===== src/rtl/gpio_mp_pkg.sv =====
package gpio_mp_pkg;

   localparam int unsigned WORD_W       = 32;
   localparam int unsigned MX_W         = 6;
   localparam int unsigned MX_REG_LSB   = 25;
   localparam int unsigned MX_IN_LO_LSB = 10;
   localparam int unsigned MX_IN_TOP    = 24;
   localparam int unsigned GPI_W        = 22;
   localparam int unsigned GPO_W        = 24;

   localparam int unsigned OFF_M_IN   = 'h000;
   localparam int unsigned OFF_M_SET  = 'h004;
   localparam int unsigned OFF_M_CLR  = 'h008;
   localparam int unsigned OFF_M_OST  = 'h00C;
   localparam int unsigned OFF_C_DSET = 'h010;
   localparam int unsigned OFF_C_DCLR = 'h014;
   localparam int unsigned OFF_C_DST  = 'h018;
   localparam int unsigned OFF_C_IN   = 'h01C;
   localparam int unsigned OFF_C_SET  = 'h020;
   localparam int unsigned OFF_C_CLR  = 'h024;
   localparam int unsigned OFF_C_MSET = 'h028;
   localparam int unsigned OFF_C_MCLR = 'h02C;
   localparam int unsigned OFF_C_MST  = 'h030;
   localparam int unsigned OFF_A_IN   = 'h040;
   localparam int unsigned OFF_A_SET  = 'h044;
   localparam int unsigned OFF_A_CLR  = 'h048;
   localparam int unsigned OFF_A_OST  = 'h04C;
   localparam int unsigned OFF_A_DSET = 'h050;
   localparam int unsigned OFF_A_DCLR = 'h054;
   localparam int unsigned OFF_A_DST  = 'h058;
   localparam int unsigned OFF_B_IN   = 'h060;
   localparam int unsigned OFF_B_SET  = 'h064;
   localparam int unsigned OFF_B_CLR  = 'h068;
   localparam int unsigned OFF_B_OST  = 'h06C;
   localparam int unsigned OFF_B_DSET = 'h070;
   localparam int unsigned OFF_B_DCLR = 'h074;
   localparam int unsigned OFF_B_DST  = 'h078;
   localparam int unsigned OFF_TOP    = 'h07F;

   typedef struct packed {
      logic a_set, a_clr, a_dset, a_dclr;
      logic b_set, b_clr, b_dset, b_dclr;
      logic c_set, c_clr, c_dset, c_dclr;
      logic c_mset, c_mclr;
      logic m_set, m_clr;
   } wstb_t;

   typedef enum logic [3:0] {
      RS_NONE, RS_M_IN, RS_M_OST, RS_C_DST, RS_C_IN, RS_C_MST,
      RS_A_IN, RS_A_OST, RS_A_DST, RS_B_IN, RS_B_OST, RS_B_DST
   } rsel_e;

   // bit position of input-only pin k in the mixed input word
   function automatic int unsigned gpi_bit(input int unsigned k);
      if (k < 10)      return k;
      else if (k < 19) return k + 5;
      else             return k + 6;
   endfunction

   // bit position of mixed bidirectional pin p in the mixed input word
   function automatic int unsigned mx_in_bit(input int unsigned p);
      if (p < MX_W - 1) return MX_IN_LO_LSB + p;
      else              return MX_IN_TOP;
   endfunction

endpackage


===== src/rtl/gpio_mp_decode.sv =====
module gpio_mp_decode
   import gpio_mp_pkg::*;
#(
   parameter int unsigned ADDR_W = 8
) (
   input  logic              bus_en,
   input  logic              bus_wr,
   input  logic [ADDR_W-1:0] bus_addr,
   output wstb_t             wstb,
   output rsel_e             rsel
);

   always_comb begin
      wstb = '0;
      rsel = RS_NONE;
      if (bus_en && bus_wr) begin
         case (bus_addr)
            ADDR_W'(OFF_M_SET):  wstb.m_set  = 1'b1;
            ADDR_W'(OFF_M_CLR):  wstb.m_clr  = 1'b1;
            ADDR_W'(OFF_C_DSET): wstb.c_dset = 1'b1;
            ADDR_W'(OFF_C_DCLR): wstb.c_dclr = 1'b1;
            ADDR_W'(OFF_C_SET):  wstb.c_set  = 1'b1;
            ADDR_W'(OFF_C_CLR):  wstb.c_clr  = 1'b1;
            ADDR_W'(OFF_C_MSET): wstb.c_mset = 1'b1;
            ADDR_W'(OFF_C_MCLR): wstb.c_mclr = 1'b1;
            ADDR_W'(OFF_A_SET):  wstb.a_set  = 1'b1;
            ADDR_W'(OFF_A_CLR):  wstb.a_clr  = 1'b1;
            ADDR_W'(OFF_A_DSET): wstb.a_dset = 1'b1;
            ADDR_W'(OFF_A_DCLR): wstb.a_dclr = 1'b1;
            ADDR_W'(OFF_B_SET):  wstb.b_set  = 1'b1;
            ADDR_W'(OFF_B_CLR):  wstb.b_clr  = 1'b1;
            ADDR_W'(OFF_B_DSET): wstb.b_dset = 1'b1;
            ADDR_W'(OFF_B_DCLR): wstb.b_dclr = 1'b1;
            default: ;
         endcase
      end else if (bus_en) begin
         case (bus_addr)
            ADDR_W'(OFF_M_IN):  rsel = RS_M_IN;
            ADDR_W'(OFF_M_OST): rsel = RS_M_OST;
            ADDR_W'(OFF_C_DST): rsel = RS_C_DST;
            ADDR_W'(OFF_C_IN):  rsel = RS_C_IN;
            ADDR_W'(OFF_C_MST): rsel = RS_C_MST;
            ADDR_W'(OFF_A_IN):  rsel = RS_A_IN;
            ADDR_W'(OFF_A_OST): rsel = RS_A_OST;
            ADDR_W'(OFF_A_DST): rsel = RS_A_DST;
            ADDR_W'(OFF_B_IN):  rsel = RS_B_IN;
            ADDR_W'(OFF_B_OST): rsel = RS_B_OST;
            ADDR_W'(OFF_B_DST): rsel = RS_B_DST;
            default:            rsel = RS_NONE;
         endcase
      end
   end

endmodule


===== src/rtl/gpio_mp_sync.sv =====
module gpio_mp_sync #(
   parameter int unsigned W      = 8,
   parameter int unsigned STAGES = 2
) (
   input  logic         clk,
   input  logic         rst_n,
   input  logic [W-1:0] d,
   output logic [W-1:0] q
);

   if (STAGES < 2) begin : g_bad_stages
      $error("gpio_mp_sync: STAGES must be at least 2");
   end
   if (W < 1) begin : g_bad_width
      $error("gpio_mp_sync: W must be at least 1");
   end

   logic [STAGES-1:0][W-1:0] stg;

   always_ff @(posedge clk or negedge rst_n) begin
      if (!rst_n) begin
         stg <= '0;
      end else begin
         stg[0] <= d;
         for (int s = 1; s < int'(STAGES); s++) begin
            stg[s] <= stg[s-1];
         end
      end
   end

   assign q = stg[STAGES-1];

endmodule


===== src/rtl/gpio_mp_setclr.sv =====
module gpio_mp_setclr #(
   parameter int unsigned W = 8
) (
   input  logic         clk,
   input  logic         rst_n,
   input  logic         set_we,
   input  logic         clr_we,
   input  logic [W-1:0] bits,
   output logic [W-1:0] q
);

   if (W < 1) begin : g_bad_width
      $error("gpio_mp_setclr: W must be at least 1");
   end

   always_ff @(posedge clk or negedge rst_n) begin
      if (!rst_n) begin
         q <= '0;
      end else if (set_we) begin
         q <= q | bits;
      end else if (clr_we) begin
         q <= q & ~bits;
      end
   end

endmodule


===== src/rtl/gpio_mp_bank.sv =====
module gpio_mp_bank #(
   parameter int unsigned W      = 8,
   parameter int unsigned STAGES = 2
) (
   input  logic         clk,
   input  logic         rst_n,
   input  logic [W-1:0] pin_in,
   input  logic         out_set,
   input  logic         out_clr,
   input  logic         dir_set,
   input  logic         dir_clr,
   input  logic [W-1:0] bits,
   output logic [W-1:0] in_q,
   output logic [W-1:0] out_q,
   output logic [W-1:0] dir_q
);

   gpio_mp_sync #(.W(W), .STAGES(STAGES)) i_sync (
      .clk   (clk),
      .rst_n (rst_n),
      .d     (pin_in),
      .q     (in_q)
   );

   gpio_mp_setclr #(.W(W)) i_out (
      .clk    (clk),
      .rst_n  (rst_n),
      .set_we (out_set),
      .clr_we (out_clr),
      .bits   (bits),
      .q      (out_q)
   );

   gpio_mp_setclr #(.W(W)) i_dir (
      .clk    (clk),
      .rst_n  (rst_n),
      .set_we (dir_set),
      .clr_we (dir_clr),
      .bits   (bits),
      .q      (dir_q)
   );

endmodule


===== src/rtl/gpio_mp.sv =====
module gpio_mp
   import gpio_mp_pkg::*;
#(
   parameter int unsigned ADDR_W      = 8,
   parameter int unsigned PA_W        = 8,
   parameter int unsigned PB_W        = 24,
   parameter int unsigned PC_W        = 13,
   parameter int unsigned SYNC_STAGES = 2
) (
   input  logic              clk,
   input  logic              rst_n,
   input  logic              bus_en,
   input  logic              bus_wr,
   input  logic [ADDR_W-1:0] bus_addr,
   input  logic [31:0]       bus_wdata,
   output logic [31:0]       bus_rdata,
   input  logic [PA_W-1:0]   pa_in,
   output logic [PA_W-1:0]   pa_out,
   output logic [PA_W-1:0]   pa_oe,
   input  logic [PB_W-1:0]   pb_in,
   output logic [PB_W-1:0]   pb_out,
   output logic [PB_W-1:0]   pb_oe,
   input  logic [PC_W-1:0]   pc_in,
   output logic [PC_W-1:0]   pc_out,
   output logic [PC_W-1:0]   pc_oe,
   output logic [PC_W-1:0]   pc_mux,
   input  logic [5:0]        mx_in,
   output logic [5:0]        mx_out,
   output logic [5:0]        mx_oe,
   input  logic [21:0]       gpi_in,
   output logic [23:0]       gpo_out
);

   if ((1 << ADDR_W) <= OFF_TOP) begin : g_bad_addr
      $error("gpio_mp: ADDR_W too small for the register map");
   end
   if (PA_W < 1 || PA_W > WORD_W || PB_W < 1 || PB_W > WORD_W) begin : g_bad_ab
      $error("gpio_mp: PA_W and PB_W must lie in 1..32");
   end
   if (PC_W < 1 || PC_W > MX_REG_LSB) begin : g_bad_c
      $error("gpio_mp: PC_W must not reach the mixed direction bits");
   end
   if (GPO_W > MX_REG_LSB || MX_REG_LSB + MX_W > WORD_W) begin : g_bad_mx
      $error("gpio_mp: mixed output layout overlaps");
   end

   wstb_t wstb;
   rsel_e rsel;

   gpio_mp_decode #(.ADDR_W(ADDR_W)) i_decode (
      .bus_en   (bus_en),
      .bus_wr   (bus_wr),
      .bus_addr (bus_addr),
      .wstb     (wstb),
      .rsel     (rsel)
   );

   logic [PA_W-1:0]  pa_sync;
   logic [PB_W-1:0]  pb_sync;
   logic [PC_W-1:0]  pc_sync;
   logic [MX_W-1:0]  mx_sync;
   logic [GPI_W-1:0] gpi_sync;
   logic [GPO_W-1:0] gpo_q;

   gpio_mp_bank #(.W(PA_W), .STAGES(SYNC_STAGES)) i_bank_a (
      .clk     (clk),
      .rst_n   (rst_n),
      .pin_in  (pa_in),
      .out_set (wstb.a_set),
      .out_clr (wstb.a_clr),
      .dir_set (wstb.a_dset),
      .dir_clr (wstb.a_dclr),
      .bits    (bus_wdata[PA_W-1:0]),
      .in_q    (pa_sync),
      .out_q   (pa_out),
      .dir_q   (pa_oe)
   );

   gpio_mp_bank #(.W(PB_W), .STAGES(SYNC_STAGES)) i_bank_b (
      .clk     (clk),
      .rst_n   (rst_n),
      .pin_in  (pb_in),
      .out_set (wstb.b_set),
      .out_clr (wstb.b_clr),
      .dir_set (wstb.b_dset),
      .dir_clr (wstb.b_dclr),
      .bits    (bus_wdata[PB_W-1:0]),
      .in_q    (pb_sync),
      .out_q   (pb_out),
      .dir_q   (pb_oe)
   );

   gpio_mp_bank #(.W(PC_W), .STAGES(SYNC_STAGES)) i_bank_c (
      .clk     (clk),
      .rst_n   (rst_n),
      .pin_in  (pc_in),
      .out_set (wstb.c_set),
      .out_clr (wstb.c_clr),
      .dir_set (wstb.c_dset),
      .dir_clr (wstb.c_dclr),
      .bits    (bus_wdata[PC_W-1:0]),
      .in_q    (pc_sync),
      .out_q   (pc_out),
      .dir_q   (pc_oe)
   );

   // mixed bidirectional pins: outputs on the mixed registers, directions
   // on port C's direction registers, both in the upper bit field
   gpio_mp_bank #(.W(MX_W), .STAGES(SYNC_STAGES)) i_bank_mx (
      .clk     (clk),
      .rst_n   (rst_n),
      .pin_in  (mx_in),
      .out_set (wstb.m_set),
      .out_clr (wstb.m_clr),
      .dir_set (wstb.c_dset),
      .dir_clr (wstb.c_dclr),
      .bits    (bus_wdata[MX_REG_LSB +: MX_W]),
      .in_q    (mx_sync),
      .out_q   (mx_out),
      .dir_q   (mx_oe)
   );

   gpio_mp_setclr #(.W(GPO_W)) i_gpo (
      .clk    (clk),
      .rst_n  (rst_n),
      .set_we (wstb.m_set),
      .clr_we (wstb.m_clr),
      .bits   (bus_wdata[GPO_W-1:0]),
      .q      (gpo_q)
   );

   gpio_mp_setclr #(.W(PC_W)) i_mux (
      .clk    (clk),
      .rst_n  (rst_n),
      .set_we (wstb.c_mset),
      .clr_we (wstb.c_mclr),
      .bits   (bus_wdata[PC_W-1:0]),
      .q      (pc_mux)
   );

   gpio_mp_sync #(.W(GPI_W), .STAGES(SYNC_STAGES)) i_gpi_sync (
      .clk   (clk),
      .rst_n (rst_n),
      .d     (gpi_in),
      .q     (gpi_sync)
   );

   assign gpo_out = gpo_q;

   logic unused_wdata;
   assign unused_wdata = ^bus_wdata;

   // scattered mixed input word
   logic [WORD_W-1:0] mx_word;
   always_comb begin
      mx_word = '0;
      for (int unsigned k = 0; k < GPI_W; k++) begin
         mx_word[gpi_bit(k)] = gpi_sync[k];
      end
      for (int unsigned p = 0; p < MX_W; p++) begin
         mx_word[mx_in_bit(p)] = mx_sync[p];
      end
   end

   always_comb begin
      bus_rdata = '0;
      case (rsel)
         RS_M_IN:  bus_rdata = mx_word;
         RS_M_OST: begin
            bus_rdata[GPO_W-1:0]           = gpo_q;
            bus_rdata[MX_REG_LSB +: MX_W]  = mx_out;
         end
         RS_C_DST: begin
            bus_rdata[PC_W-1:0]            = pc_oe;
            bus_rdata[MX_REG_LSB +: MX_W]  = mx_oe;
         end
         RS_C_IN:  bus_rdata[PC_W-1:0] = pc_sync;
         RS_C_MST: bus_rdata[PC_W-1:0] = pc_mux;
         RS_A_IN:  bus_rdata[PA_W-1:0] = pa_sync;
         RS_A_OST: bus_rdata[PA_W-1:0] = pa_out;
         RS_A_DST: bus_rdata[PA_W-1:0] = pa_oe;
         RS_B_IN:  bus_rdata[PB_W-1:0] = pb_sync;
         RS_B_OST: bus_rdata[PB_W-1:0] = pb_out;
         RS_B_DST: bus_rdata[PB_W-1:0] = pb_oe;
         default:  bus_rdata = '0;
      endcase
   end

endmodule


===== config.mk =====
export PLATFORM = sky130hd
export DESIGN_NAME = gpio_mp
export DESIGN_NICKNAME = d
export VERILOG_FILES = /design/src/rtl/gpio_mp_pkg.sv /design/src/rtl/gpio_mp_decode.sv /design/src/rtl/gpio_mp_sync.sv /design/src/rtl/gpio_mp_setclr.sv /design/src/rtl/gpio_mp_bank.sv /design/src/rtl/gpio_mp.sv
export SDC_FILE = /design/constraint.sdc
export NUM_CORES = 1
export LEC_CHECK = 0
export ABC_CLOCK_PERIOD_IN_PS = 4300
export CORE_UTILIZATION = 40
export CTS_BUF_LIST = sky130_fd_sc_hd__clkbuf_16
export CTS_CLUSTER_DIAMETER = 200
export DETAILED_ROUTE_END_ITERATION = 12
export GPL_TIMING_DRIVEN = 0
export PLACE_DENSITY = 0.72
export SLEW_MARGIN = 20
export SYNTH_ARGS = -nofsm -noshare
export SYNTH_HDL_FRONTEND = slang
export SYNTH_HIERARCHICAL = 1
export SYNTH_SLANG_ARGS = --single-unit

===== constraint.sdc =====
create_clock -name clk -period 4.3 [get_ports clk]
set_input_delay 1.075 -clock clk [delete_from_list [all_inputs] [get_ports clk]]
set_output_delay 1.075 -clock clk [all_outputs]
set_load 0.01 [all_outputs]

==> impl_metrics.py, run 1 <==
metrics = {
    "worst_hold_path": {
        "min_path_type": "reg2reg",
    },
    "placement": {
        "dp_hpwl_um": 26600,
        "io_buffers": 283,
        "dp_cells": 1632,
        "placed_area_um2": 15100,
        "place_congestion": 0.924,
    },
    "layout": {
        "drive_gt1_share_pct": 25.9,
        "antennaDiodeCount": 0,
        "fin_area_um2": 17200,
        "syn2layout_area_growth_pct": 47.3,
        "fin_cells": 1740,
        "fin_nets": 1450,
    },
    "floorplanning": {
        "io_pins": 288,
        "die_w_um": 173,
        "row_count": 62,
        "die_area_um2": 30000,
        "core-area_um2": 28800,
        "initial_core_util_pct": 40.7,
        "dieHeight_um": 173,
    },
    "critical_path": {
        "critPathCapture": "bus_rdata[0]",
        "reg2reg_slack_ns": 3.53,
        "required_ns": 3.22,
        "critPathLaunch": "bus_addr[6]",
        "cp-start-kind": "primary input",
        "reg2regPathDepth": 1,
        "critPathMaxStageDelay_ns": 0.55,
        "path_max_fanout": 6,
        "crit_path_cell_trace": "buf_8 > nand2b_4 > or4b_4 > a31oi_4 > buf_8 > buf_12 > buf_12 > mux2i_2 > a211o_1 > o2111ai_2 > buf_2",
        "critPathKind": "in2out",
        "cp_data_arrival_time_ns": 3.39,
        "end_kind": "primary output",
        "critPathSlowestCell": "or4b_4",
    },
    "grt": {
        "grt_max_degree": 106,
        "grt_pass1_wl_um": 58000,
        "antenna_found_initial": 0,
        "grtUsageTotal_pct": 25.6,
        "grt-ovfl-total": 0,
        "first_global_vias": 9387,
    },
    "sta": {
        "slew_headroom_pct": 27.6,
        "fmax_mhz": 224,
        "finalHoldViolations": 0,
        "fin_crit_ns": 4.47,
        "layout_setup_ws_ns": -0.167,
        "rsz0062_at_grt": "yes",
        "clock_skew_ns": 0.00843,
        "hold_ws_ns": 0.342,
        "tightest_slew_ns": 1.08,
        "final_max_slew_viol_count": 0,
        "setup_violations": 27,
        "period_share_pct": 104,
    },
    "job": {
        "maxCapViolCount": 0,
    },
    "drt": {
        "vias_per_cell": 5.49,
        "drc": 0,
        "wl_met2_um": 18300,
        "vias": 9551,
        "avgRoutedWirePerCell_um": 22.5,
        "wl_met1_um": 15600,
        "dr.pass1.iters": 7,
        "drt-initial-drc-count": 827,
        "topRoutingLayerUsed": "met4",
        "drt_wl_total_um": 39200,
        "final_antenna_net_count": 0,
        "wl_met3_um": 3340,
    },
    "synthesis": {
        "synth_most_common_cell": "dfrtp_1",
        "synth_common_cells": "dfrtp_1, nand2_1, a22o_1",
        "synth_ff_type": "dfrtp_1",
        "ys_seq_elements": 285,
        "yosys_warnings": 6,
        "seq_area_frac_synth_pct": 60.9,
        "synth.avg_cell_area_um2": 12.2,
        "syn_nets": 1079,
        "synthArstFlopShare_pct": 100,
        "synth_top_cell_area_share_pct": 60.9,
        "yosys.area.top_type": "dfrtp_1",
        "syn_area_um2": 11700,
        "synth.area.top_cells": "dfrtp_1, a22o_1, nand2_1, buf_4, a22oi_1",
        "synth.distinct_cells": 54,
        "synth-edff-count": 0,
        "syn_inst": 962,
    },
    "clock_tree": {
        "tritoncts": "yes",
        "cts_sinks": 285,
        "cts_buffer_depth": 3,
        "htree_levels": 1,
        "cts_root_buf": "clkbuf_16",
        "cts_buffers": 30,
        "clk_pin_slew_ns": 0.06,
        "clk_latency_ns": 0.55,
    },
    "power_and_ir_drop": {
        "powerDensity_nw_per_um2": 349,
        "max-vdd-ir-drop_v": 0.000289,
        "p_leak_nw": 7.33,
    },
    "status": {
        "run_status": "finished, violations left",
        "violations": "negative setup slack",
    },
}
## per-layer routing
| layer | track usage (%) | vias up |
|---|---|---|
| met5 | 0 | - |
| met4 | 12.1 | 0 |
| met3 | 5.56 | 121 |
| met2 | 40.6 | 536 |
| met1 | 33.4 | 4730 |
| li1 | - | 4164 |
## logic make-up after synthesis
family          share of synthesized area [%]
compound gates                           18.1
xor+xnor                                0.224
buf+inv                                  7.90
flops                                    60.9
mux                                      3.47
other cells                            0.0320
simple gates                             9.40
## repair_timing
item | CTS | global route
hold buffers | 0 | 0
cloned | 5 | 2
pin swaps | 27 | 34
setup buffers | 40 | 8
setup endpoints to repair | 31 | 31
resized for setup | 255 | 71
## worst max-delay path, delay by kind of cell
| family | cells | cell delay (ns) |
|---|---|---|
| AND/OR/NAND/NOR | 2 | 0.68 |
| AO/OA/AOI/OAI | 3 | 0.71 |
| buffers and inverters | 5 | 0.70 |
| multiplexers | 1 | 0.23 |
## report_power, final
| part | total, W | internal (W) | leakage, nW | switching, W |
|---|---|---|---|---|
| logic | 0.000474 | 0.000260 | 3.18 | 0.000214 |
| clock network | 0.00271 | 0.00165 | 0.519 | 0.00105 |
| registers | 0.00284 | 0.00279 | 3.63 | 0.0000557 |
## final cells by class
cell class / instances / area (um^2)
clock inverter: 24 / 259
multi-input combinational: 549 / 4190
sequential: 285 / 7130
clock buffer: 31 / 776
fill: 2229 / 11500
buffer: 125 / 1110
inverter: 5 / 25.0
timing repair buffer: 337 / 3280
tap: 384 / 480
## layout by cell type (no fill, tap or decap), drive strengths merged, types with 4 or more instances in the layout
cell	count
nand3	4
o221ai	11
o21ai	6
a31oi	5
mux2	11
o2111ai	5
mux2i	26
clkinv	14
clkdlybuf4s15	5
nand2b	5
nand3b	5
clkbuf	40
nand2	177
a221oi	8
and2b	4
bufinv	6
a32o	7
nor3	7
nor2	26
a21oi	9
a22oi	35
a22o	143
buf	203
dfrtp	285
inv	7
a211o	13
nor2b	11
clkdlybuf4s50	242
o22ai	5
## through the flow
step           total power [W]  setup slack, ns  utilization (%)  setup TNS [ns]
2_1_floorplan          0.00301            0.144                -               0
3_3_place_gp           0.00332            -9.68             52.2        -2799.56
3_5_place_dp           0.00333            -1.71             52.5          -48.63
4_1_cts                0.00606           -0.129             59.0          -0.521
5_1_grt                0.00622           -0.192             59.9           -2.24
6_report               0.00602           -0.167             59.9           -1.87
## worst min path at each step
stage                                        from               endpoint  slack (ns)  cells past startpoint
after floorplan            i_bank_a/i_sync/stg[0]   i_bank_a/i_sync/q[0]        0.33                      0
after global placement         i_gpi_sync/stg[14]       i_gpi_sync/q[14]        0.33                      0
after detailed placement  i_bank_b/i_sync/stg[10]  i_bank_b/i_sync/q[10]        0.33                      0
after CTS                  i_bank_c/i_sync/stg[1]   i_bank_c/i_sync/q[1]        0.35                      0
after global routing           i_gpi_sync/stg[18]       i_gpi_sync/q[18]        0.35                      0
final                      i_bank_c/i_sync/stg[1]   i_bank_c/i_sync/q[1]        0.34                      0
(Power assumes the default switching activity.)
==> run 2: changes to the inputs <==
--- a/config.mk
+++ b/config.mk
@@ -6,6 +6,7 @@
 export NUM_CORES = 1
 export LEC_CHECK = 0
 export ABC_CLOCK_PERIOD_IN_PS = 4300
+export CAP_MARGIN = 20
 export CORE_UTILIZATION = 40
 export CTS_BUF_LIST = sky130_fd_sc_hd__clkbuf_16
 export CTS_CLUSTER_DIAMETER = 200
==> results of run 2 <==
No change in the layout: final DEF, timing and power equal those of run 1.
